--- config.mk ---
export PLATFORM = sky130hd
export DESIGN_NAME = ccd_crate_ctrl
export DESIGN_NICKNAME = d
export VERILOG_FILES = /design/src/rtl/ccd_pkg.sv /design/src/rtl/ccd_station_decode.sv /design/src/rtl/ccd_cycle_timer.sv /design/src/rtl/ccd_lam_gate.sv /design/src/rtl/ccd_crate_ctrl.sv
export SDC_FILE = /design/constraint.sdc
export NUM_CORES = 1
export LEC_CHECK = 0
export BUFFER_PORTS_ARGS = -buffer_cell sky130_fd_sc_hd__buf_2
export CORE_MARGIN = 2
export CORE_UTILIZATION = 46
export DETAILED_ROUTE_END_ITERATION = 6
export MAX_ROUTING_LAYER = met4
export PLACE_DENSITY = 0.8
export SYNTH_ARGS = -nofsm -noshare
export SYNTH_HDL_FRONTEND = slang
export SYNTH_SLANG_ARGS = --single-unit
--- constraint.sdc ---
create_clock -name clk -period 2 [get_ports clk]
set_input_delay 0.4 -clock clk [delete_from_list [all_inputs] [get_ports clk]]
set_output_delay 0.4 -clock clk [all_outputs]
set_load 0.02 [all_outputs]
--- src/rtl/ccd_pkg.sv ---
package ccd_pkg;

    localparam int CRATE_W = 7;
    localparam int STN_W   = 5;
    localparam int SUB_W   = 4;
    localparam int FN_W    = 5;
    localparam int DATA_W  = 24;

    // function codes honoured by the controller's own registers
    localparam logic [FN_W-1:0]  FN_RD = 5'd0;
    localparam logic [FN_W-1:0]  FN_WR = 5'd16;

    // subaddresses of the controller's own registers
    localparam logic [SUB_W-1:0] SUB_MASK = 4'd0;
    localparam logic [SUB_W-1:0] SUB_PEND = 4'd1;

    // stations held by the controller itself
    localparam logic [STN_W-1:0] STN_SELF_LO = 5'd24;
    localparam logic [STN_W-1:0] STN_SELF_HI = 5'd25;

    typedef struct packed {
        logic [STN_W-1:0]  stn;
        logic [SUB_W-1:0]  sub;
        logic [FN_W-1:0]   fn;
        logic [DATA_W-1:0] wdata;
    } cmd_t;

    function automatic logic is_self(input logic [STN_W-1:0] stn);
        return (stn == STN_SELF_LO) || (stn == STN_SELF_HI);
    endfunction

endpackage

--- src/rtl/ccd_station_decode.sv ---
module ccd_station_decode
    import ccd_pkg::*;
#(
    parameter int NUM_SLOTS = 23
) (
    input  logic                 en,
    input  logic [STN_W-1:0]     stn,
    output logic [NUM_SLOTS-1:0] sel
);

    // station k drives select bit k-1; station 0 and stations above
    // NUM_SLOTS select nothing
    for (genvar i = 0; i < NUM_SLOTS; i++) begin : g_slot
        assign sel[i] = en && (stn == STN_W'(i + 1));
    end

endmodule

--- src/rtl/ccd_cycle_timer.sv ---
module ccd_cycle_timer #(
    parameter int CYCLE_TICKS = 250,
    parameter int S1_START    = 60,
    parameter int S1_LEN      = 40,
    parameter int S2_START    = 160,
    parameter int S2_LEN      = 40
) (
    input  logic clk,
    input  logic rst_n,
    input  logic start,
    output logic busy,
    output logic s1,
    output logic s2,
    output logic last
);

    localparam int CNT_W  = (CYCLE_TICKS > 2) ? $clog2(CYCLE_TICKS) : 1;
    localparam int S1_END = S1_START + S1_LEN;
    localparam int S2_END = S2_START + S2_LEN;

    typedef struct packed {
        logic             act;
        logic [CNT_W-1:0] cnt;
        logic             s1;
        logic             s2;
    } tmr_t;

    tmr_t st_d, st_q;

    always_comb begin
        st_d = st_q;
        last = st_q.act && (int'(st_q.cnt) == CYCLE_TICKS - 1);
        if (st_q.act) begin
            if (last) begin
                st_d.act = 1'b0;
                st_d.cnt = '0;
            end else begin
                st_d.cnt = st_q.cnt + CNT_W'(1);
            end
        end else if (start) begin
            st_d.act = 1'b1;
            st_d.cnt = '0;
        end
        st_d.s1 = st_d.act && (int'(st_d.cnt) >= S1_START) && (int'(st_d.cnt) < S1_END);
        st_d.s2 = st_d.act && (int'(st_d.cnt) >= S2_START) && (int'(st_d.cnt) < S2_END);
    end

    always_ff @(posedge clk or negedge rst_n) begin
        if (!rst_n) st_q <= '0;
        else        st_q <= st_d;
    end

    assign busy = st_q.act;
    assign s1   = st_q.s1;
    assign s2   = st_q.s2;

endmodule

--- src/rtl/ccd_lam_gate.sv ---
module ccd_lam_gate #(
    parameter int NUM_SLOTS = 23
) (
    input  logic                 clk,
    input  logic                 rst_n,
    input  logic                 wr_en,
    input  logic [NUM_SLOTS-1:0] wr_mask,
    input  logic [NUM_SLOTS-1:0] lam,
    output logic [NUM_SLOTS-1:0] mask,
    output logic [NUM_SLOTS-1:0] pending,
    output logic                 demand
);

    typedef struct packed {
        logic [NUM_SLOTS-1:0] mask;
        logic                 demand;
    } gate_t;

    gate_t st_d, st_q;

    always_comb begin
        st_d        = st_q;
        pending     = lam & st_q.mask;
        st_d.demand = |pending;
        if (wr_en) st_d.mask = wr_mask;
    end

    always_ff @(posedge clk or negedge rst_n) begin
        if (!rst_n) st_q <= '0;
        else        st_q <= st_d;
    end

    assign mask   = st_q.mask;
    assign demand = st_q.demand;

endmodule

--- src/rtl/ccd_crate_ctrl.sv ---
module ccd_crate_ctrl
    import ccd_pkg::*;
#(
    parameter int CRATE_ID    = 0,
    parameter int NUM_SLOTS   = 23,
    parameter int CYCLE_TICKS = 250,
    parameter int S1_START    = 60,
    parameter int S1_LEN      = 40,
    parameter int S2_START    = 160,
    parameter int S2_LEN      = 40
) (
    input  logic                 clk,
    input  logic                 rst_n,
    input  logic                 cmd_valid,
    output logic                 cmd_ready,
    input  logic [CRATE_W-1:0]   cmd_crate,
    input  logic [STN_W-1:0]     cmd_station,
    input  logic [SUB_W-1:0]     cmd_sub,
    input  logic [FN_W-1:0]      cmd_func,
    input  logic [DATA_W-1:0]    cmd_wdata,
    output logic [DATA_W-1:0]    hw_rdata,
    output logic                 hw_x,
    output logic                 hw_q,
    output logic                 hw_drive,
    output logic                 hw_done,
    output logic                 branch_demand,
    output logic                 dw_busy,
    output logic                 dw_s1,
    output logic                 dw_s2,
    output logic [NUM_SLOTS-1:0] dw_n,
    output logic [SUB_W-1:0]     dw_a,
    output logic [FN_W-1:0]      dw_f,
    output logic [DATA_W-1:0]    dw_w,
    input  logic [DATA_W-1:0]    dw_r,
    input  logic                 dw_x,
    input  logic                 dw_q,
    input  logic [NUM_SLOTS-1:0] dw_lam
);

    typedef struct packed {
        cmd_t                 cmd;
        logic                 own;
        logic [NUM_SLOTS-1:0] n;
        logic [DATA_W-1:0]    rdata;
        logic                 x;
        logic                 q;
        logic                 drive;
        logic                 done;
    } ctl_t;

    ctl_t st_d, st_q;

    logic                 tm_start, tm_busy, tm_s1, tm_s2, tm_last;
    logic                 hit, accept, mask_we;
    logic [NUM_SLOTS-1:0] dec_sel, lam_mask, lam_pend;

    assign hit    = cmd_crate[CRATE_ID];
    assign accept = cmd_valid && !tm_busy;

    ccd_station_decode #(.NUM_SLOTS(NUM_SLOTS)) dec_i (
        .en  (hit),
        .stn (cmd_station),
        .sel (dec_sel)
    );

    ccd_cycle_timer #(
        .CYCLE_TICKS (CYCLE_TICKS),
        .S1_START    (S1_START),
        .S1_LEN      (S1_LEN),
        .S2_START    (S2_START),
        .S2_LEN      (S2_LEN)
    ) tmr_i (
        .clk   (clk),
        .rst_n (rst_n),
        .start (tm_start),
        .busy  (tm_busy),
        .s1    (tm_s1),
        .s2    (tm_s2),
        .last  (tm_last)
    );

    ccd_lam_gate #(.NUM_SLOTS(NUM_SLOTS)) lam_i (
        .clk     (clk),
        .rst_n   (rst_n),
        .wr_en   (mask_we),
        .wr_mask (st_q.cmd.wdata[NUM_SLOTS-1:0]),
        .lam     (dw_lam),
        .mask    (lam_mask),
        .pending (lam_pend),
        .demand  (branch_demand)
    );

    always_comb begin
        st_d      = st_q;
        st_d.done = 1'b0;
        tm_start  = accept && hit;
        mask_we   = 1'b0;

        if (accept) begin
            st_d.rdata = '0;
            st_d.x     = 1'b0;
            st_d.q     = 1'b0;
            st_d.drive = 1'b0;
            if (hit) begin
                st_d.cmd.stn   = cmd_station;
                st_d.cmd.sub   = cmd_sub;
                st_d.cmd.fn    = cmd_func;
                st_d.cmd.wdata = cmd_wdata;
                st_d.own       = is_self(cmd_station);
                st_d.n         = dec_sel;
            end else begin
                st_d.done = 1'b1;
            end
        end

        // data capture window
        if (tm_s1) begin
            if (st_q.own) begin
                st_d.rdata = '0;
                st_d.x     = 1'b0;
                st_d.q     = 1'b0;
                if (st_q.cmd.sub == SUB_MASK && st_q.cmd.fn == FN_RD) begin
                    st_d.rdata = DATA_W'(lam_mask);
                    st_d.x     = 1'b1;
                    st_d.q     = 1'b1;
                end else if (st_q.cmd.sub == SUB_PEND && st_q.cmd.fn == FN_RD) begin
                    st_d.rdata = DATA_W'(lam_pend);
                    st_d.x     = 1'b1;
                    st_d.q     = 1'b1;
                end else if (st_q.cmd.sub == SUB_MASK && st_q.cmd.fn == FN_WR) begin
                    st_d.x     = 1'b1;
                    st_d.q     = 1'b1;
                end
            end else begin
                st_d.rdata = dw_r;
                st_d.x     = dw_x;
                st_d.q     = dw_q;
            end
        end

        // register-change window
        if (tm_s2 && st_q.own && st_q.cmd.sub == SUB_MASK && st_q.cmd.fn == FN_WR)
            mask_we = 1'b1;

        if (tm_last) begin
            st_d.n     = '0;
            st_d.done  = 1'b1;
            st_d.drive = 1'b1;
        end
    end

    always_ff @(posedge clk or negedge rst_n) begin
        if (!rst_n) st_q <= '0;
        else        st_q <= st_d;
    end

    assign cmd_ready = !tm_busy;
    assign hw_rdata  = st_q.rdata;
    assign hw_x      = st_q.x;
    assign hw_q      = st_q.q;
    assign hw_drive  = st_q.drive;
    assign hw_done   = st_q.done;
    assign dw_busy   = tm_busy;
    assign dw_s1     = tm_s1;
    assign dw_s2     = tm_s2;
    assign dw_n      = st_q.n;
    assign dw_a      = st_q.cmd.sub;
    assign dw_f      = st_q.cmd.fn;
    assign dw_w      = st_q.cmd.wdata;

endmodule

==> Word-level counts from Yosys, hierarchy flattened <==
Cells that the tools add are included.
Widths: inputs -> output; s select.
{ "word_totals": {"ff_bits": 120, "inputBits": 97, "out_inout_bits": 89} }
{ "op_classes": {"addsub": 1, "magnitude_cmp": 4, "eq_ne": 28, "n_mux": 16, "bitwise_logic": 1, "n_reduce_logical": 46} }
{ "ops": {"columns": ["operator", "count"], "rows": [
  ["$mux 23", 3],
  ["$eq 5x5->1 const B", 11],
  ["$mux 26", 2],
  ["$mux 51", 1],
  ["$eq 5x4->1 const B", 8],
  ["$logic_and 1x1->1", 36],
  ["$mux 25", 1],
  ["$and 23x23->23", 1],
  ["$reduce_or 23->1", 1],
  ["$eq 5x3->1 const B", 4],
  ["$mux 9", 2],
  ["$eq 5x2->1 const B", 2],
  ["$add 8x1->8 const B", 1],
  ["$eq 8x4->1 const B", 1],
  ["$ge 8x6->1 const B", 1],
  ["$ge 8x8->1 const B", 1],
  ["$lt 8x7->1 const B", 1],
  ["$lt 8x8->1 const B", 1],
  ["$mux 8", 1],
  ["$mux 2", 3],
  ["$reduce_bool 2->1", 3],
  ["$eq 5x1->1 const B", 1],
  ["$logic_not 5->1", 1],
  ["$eq 4x1->1 const B", 1],
  ["5 further kinds", 8]
]} }

==> Longest topological paths before layout <==
{ "depth": {"depth_word": 8, "mapped_depth": 8, "depth_no_buf": 8} }

==> Hierarchy <==
A second synthesis with hierarchy kept.
{ "unflattened": {"hier_cells": 649, "hier_area_um2": 6262.3} }
{ "by_module_without_submodules": {"columns": ["module", "instances", "cells_each", "area_per_inst_um2", "seq_area_each_um2"], "rows": [
  ["ccd_crate_ctrl", 1, 459, 4269.1, 2127.0],
  ["ccd_lam_gate", 1, 82, 1099.8, 600.6],
  ["ccd_cycle_timer", 1, 74, 711.9, 275.3],
  ["ccd_station_decode", 1, 34, 181.4, 0.0]
]} }

==> Worst setup path after synthesis <==
Ideal clock, no wire load.
{ "synth_path": {"path_type": "reg2reg", "startpoint": "register tmr_i.st_q (netlist bit tmr_i.busy)", "endpoint": "register tmr_i.st_q (netlist bit tmr_i.s2)", "arrival_ns": 1.988, "path_slack_ns": -0.075, "stages_incl_launch_ff": 7, "n_path_buf": 1, "cell_sequence": "dfrtp_1 -> buf_4 -> inv_2 -> or4_1 -> o211ai_2 -> or4b_1 -> a211oi_2"} }
{ "synth_rtl": {"columns": ["item", "line_no", "rtl"], "rows": [
  ["from (decl)", "ccd_cycle_timer.sv:28", "tmr_t st_d, st_q;"],
  ["from (signal assigned)", "ccd_cycle_timer.sv:50", "else st_q <= st_d;"]
]} }

==> tab_implementation.tex <==
\begin{tabular}{lr}
\hline
Metric & Value \\
\hline
\multicolumn{2}{l}{\textbf{Outcome}} \\
\quad Run status & finished with violations \\
\quad Violated checks & negative setup slack \\
\multicolumn{2}{l}{\textbf{Power and ir drop}} \\
\quad Switching power total & 2.48 mW \\
\quad Share of total power in sequential cells & 36.8\% \\
\quad Internal power & 5.84 mW \\
\quad Leakage Power & 3.80 nW \\
\quad Power per cell area & 1140 nW/um2 \\
\quad Part of the power in the clock network & 40.8\% \\
\quad Total Power Consumption & 8.32 mW \\
\quad Proportion of power drawn by combinational gates & 22.3\% \\
\quad Peak supply drop & 0.000876 V \\
\quad Switching part of the total power & 29.8\% \\
\multicolumn{2}{l}{\textbf{Placement}} \\
\quad Post-detailed-placement cell area & 6500 um2 \\
\quad Detailed placer's ending HPWL & 10700 um \\
\quad IO buf count & 179 \\
\quad \# placed instances & 867 \\
\quad Setup slack at placement & -0.00538 ns \\
\quad Routability-driven placement congestion ratio & 0.873 \\
\multicolumn{2}{l}{\textbf{Floorplan}} \\
\quad Io pins & 186 \\
\quad DIE WIDTH & 117 um \\
\quad Initial Util & 46.7\% \\
\quad Die height & 117 um \\
\quad Placement row count & 41 \\
\quad Core area & 12500 um2 \\
\quad Die area & 13600 um2 \\
\multicolumn{2}{l}{\textbf{Flow run}} \\
\quad Max cap viols & 0 \\
\multicolumn{2}{l}{\textbf{CTS}} \\
\quad Buffer type at the clock tree root & sky130\_fd\_sc\_hd\_\_clkbuf\_16 \\
\quad Worst-skew pair later-pin latency & 0.40 ns \\
\quad Clock-pin slew of the registers on the worst-case setup and hold paths & 0.05 ns \\
\quad Depth of the CTS H-tree & 4 \\
\quad Inserted Clock Buffers & 17 \\
\quad Clock sink total & 120 \\
\quad CTS tree & yes \\
\quad Maximum buffer depth of the clock tree & 2 \\
\multicolumn{2}{l}{\textbf{Hold path}} \\
\quad Worst min-delay path category & input port to register \\
\quad Number of stages on the worst hold path & 3 \\
\multicolumn{2}{l}{\textbf{Timing}} \\
\quad Worst-case hold slack & 0.186 ns \\
\quad Post-route setup slack & -0.0481 ns \\
\quad Final period util & 102\% \\
\quad Final count of pins violating max slew & 0 \\
\quad Finish-stage setup viols & 1 \\
\quad Clock skew after layout & 0.00776 ns \\
\quad Post-route minimum period & 2.05 ns \\
\quad RSZ-0062 raised after global routing & yes \\
\quad Setup total negative slack & -0.0481 ns \\
\quad Final count of hold timing violations & 0 \\
\quad Relative max-transition margin & 64.7\% \\
\quad Slew at the pin closest to its max-slew limit & 0.523 ns \\
\quad Fmax achieved & 488 MHz \\
\multicolumn{2}{l}{\textbf{Final layout}} \\
\quad Final non-filler cell total & 905 \\
\quad Commonest non-fill, non-tap cell in the layout & sky130\_fd\_sc\_hd\_\_buf\_2 \\
\quad End-of-flow core utilization & 58.1\% \\
\quad Fraction of layout instances using a drive strength above 1 & 39.9\% \\
\quad Final net count & 819 \\
\quad Commonest cells after routing, fill and taps aside & sky130\_fd\_sc\_hd\_\_buf\_2 (178), sky130\_fd\_sc\_hd\_\_nand2\_1 (151), sky130\_fd\_sc\_hd\_\_dfrtp\_1 (116) \\
\quad Number of inserted filler cells in the final layout & 1088 \\
\quad Syn-to-layout area delta & 24.5\% \\
\quad Cell area after layout & 7280 um2 \\
\multicolumn{2}{l}{\textbf{Yosys}} \\
\quad Synth area leader & sky130\_fd\_sc\_hd\_\_dfrtp\_1 \\
\quad Top flip-flop cell by instance count after synthesis & sky130\_fd\_sc\_hd\_\_dfrtp\_1 \\
\quad Fraction of synthesized cell area taken by the top area cell type & 51.4\% \\
\quad Flip-flop and latch count after synthesis & 120 \\
\quad Asr flop ratio synth & 100\% \\
\quad Avg Inst Size Synth & 9.86 um2 \\
\quad Ranking of synthesized cells by area & sky130\_fd\_sc\_hd\_\_dfrtp\_1 (51\%), sky130\_fd\_sc\_hd\_\_buf\_4 (11\%), sky130\_fd\_sc\_hd\_\_nand2\_1 (9.8\%) \\
\quad Post-Synthesis Cell Area & 5840 um2 \\
\quad Yosys warns & 0 \\
\quad Yosys cell types & 54 \\
\quad Net Count, Synth & 692 \\
\quad Sequential share of the synthesized area & 51.4\% \\
\quad Number of synthesized flops with an enable pin & 0 \\
\quad Cell count after synthesis & 593 \\
\multicolumn{2}{l}{\textbf{Global route}} \\
\quad All-layer global routing usage & 22.7\% \\
\quad Largest net degree at the start of global routing & 34 \\
\quad Wire length of the first global-routing pass & 22900 um \\
\quad Antenna violations before repair & 1 \\
\quad Vias in the first global route & 4521 \\
\quad Remaining global-route overflow & 0 \\
\multicolumn{2}{l}{\textbf{Critical path}} \\
\quad Required time worst endpoint & 2.32 ns \\
\quad Crit path arrival time & 2.36 ns \\
\quad Type of the worst setup path & register to register \\
\quad Worst-path maximum fanout & 3 \\
\quad Nature of the critical path endpoint & register \\
\quad Depth of the most critical reg-to-reg path & 8 \\
\quad Kind of start point of the critical path & register \\
\multicolumn{2}{l}{\textbf{Routing}} \\
\quad Iteration-0 DRC count of the detailed router & 372 \\
\quad DR DRC count & 0 \\
\quad Vias per cell & 5.20 \\
\quad DR pass1 iterations & 5 \\
\quad Post-detailed-routing wire length & 14800 um \\
\quad Routed wirelength normalized by instance count & 16.4 um \\
\quad Vias post-DR & 4710 \\
\quad Post-DRT Antenna Nets & 0 \\
\hline
\end{tabular}
==> cells in the mapped netlist (all sizes together) (3+ instances only) <==
library cell / count
a21boi: 23
a21oi: 4
a22o: 10
a22oi: 8
a32o: 3
buf: 87
clkbuf: 20
dfrtp: 120
inv: 5
mux2: 23
nand2: 152
nand2b: 5
nand3: 8
nand4: 3
nor2: 8
nor2b: 3
nor3: 4
o211ai: 24
o21ai: 50
==> sequential cells by signal (all words and copies together), names as in the netlist, 4 cells and up <==
register,count
dw_n,23
dw_w,24
tmr_i.st_q,8
dw_f,5
dw_a,4
lam_i.mask,23
hw_rdata,24
==> final cells by class <==
cell class | count | area, um2 | share of cell area (%)
clock buffer | 23 | 498 | 6.84
multi-input combinational | 361 | 2170 | 29.9
inverter | 5 | 18.8 | 0.258
antenna | 1 | 2.50 | 0.0344
clock inverter | 8 | 165 | 2.27
tap | 172 | 215 | 2.96
sequential | 120 | 3010 | 41.3
timing repair buffer | 215 | 1200 | 16.4
==> metal layers <==
metal  global-route usage [%]  wire length [um]
met1                     29.1              6460
met2                     35.3              7020
met3                     6.85              1190
met4                     6.04               130
met5                        -                 0
==> timing repair <==
| item | in CTS | in global routing |
|---|---|---|
| hold buffers | 1 | 0 |
| endpoints found under the hold margin | 29 | 0 |
| endpoints found under the setup margin | 1 | 6 |
| gates resized for setup | 0 | 16 |
| buffers inserted | 2 | 4 |
| pin swaps | 1 | 7 |
==> worst max-delay path: stages (launching register included) <==
cell                       delay [ns]
sky130_fd_sc_hd__dfrtp_1         0.41
sky130_fd_sc_hd__inv_2           0.10
sky130_fd_sc_hd__ha_4            0.15
sky130_fd_sc_hd__nand2_4         0.06
sky130_fd_sc_hd__o311ai_4        0.27
sky130_fd_sc_hd__a31o_1          0.23
sky130_fd_sc_hd__inv_2           0.05
sky130_fd_sc_hd__or4b_4          0.47
sky130_fd_sc_hd__a211oi_2        0.22
==> power by group through the flow <==
stage / Combinational, mW / Clock (mW) / Sequential, mW
finish: 1.86 / 3.40 / 3.06
global route: 2.03 / 3.57 / 3.11
CTS: 1.75 / 3.45 / 3.04
detailed placement: 1.70 / 0 / 3.08
global placement: 1.68 / 0 / 3.08
floorplan: 1.36 / 0 / 2.99
==> cell families after synthesis <==
family / after synthesis / synth area share (%)
AND/OR/NAND/NOR: 199 / 14.8
AO/OA/AOI/OAI: 136 / 16.3
flip-flops: 120 / 51.4
buffers and inverters: 112 / 12.5
multiplexers: 23 / 4.43
adder cells (fa/ha/maj): 2 / 0.428
XOR/XNOR: 1 / 0.150
==> final timing paths <==
kind	start	to	slack (ns)
setup / recovery	tmr_i.st_q[3]$_DFF_PN0_	tmr_i.s2$_DFF_PN0_	-0.05
max in group asynchronous	rst_n	hw_rdata[3]$_DFFE_PN0P_	0.86
hold / removal	cmd_wdata[16]	dw_w[16]$_DFFE_PN0P_	0.19
min in group asynchronous	rst_n	hw_rdata[2]$_DFFE_PN0P_	0.51
hold reg to reg	hw_x$_DFFE_PN0P_	hw_x$_DFFE_PN0P_	0.47
setup reg to reg	tmr_i.st_q[3]$_DFF_PN0_	tmr_i.s2$_DFF_PN0_	-0.05
(Power assumes the default switching activity.)
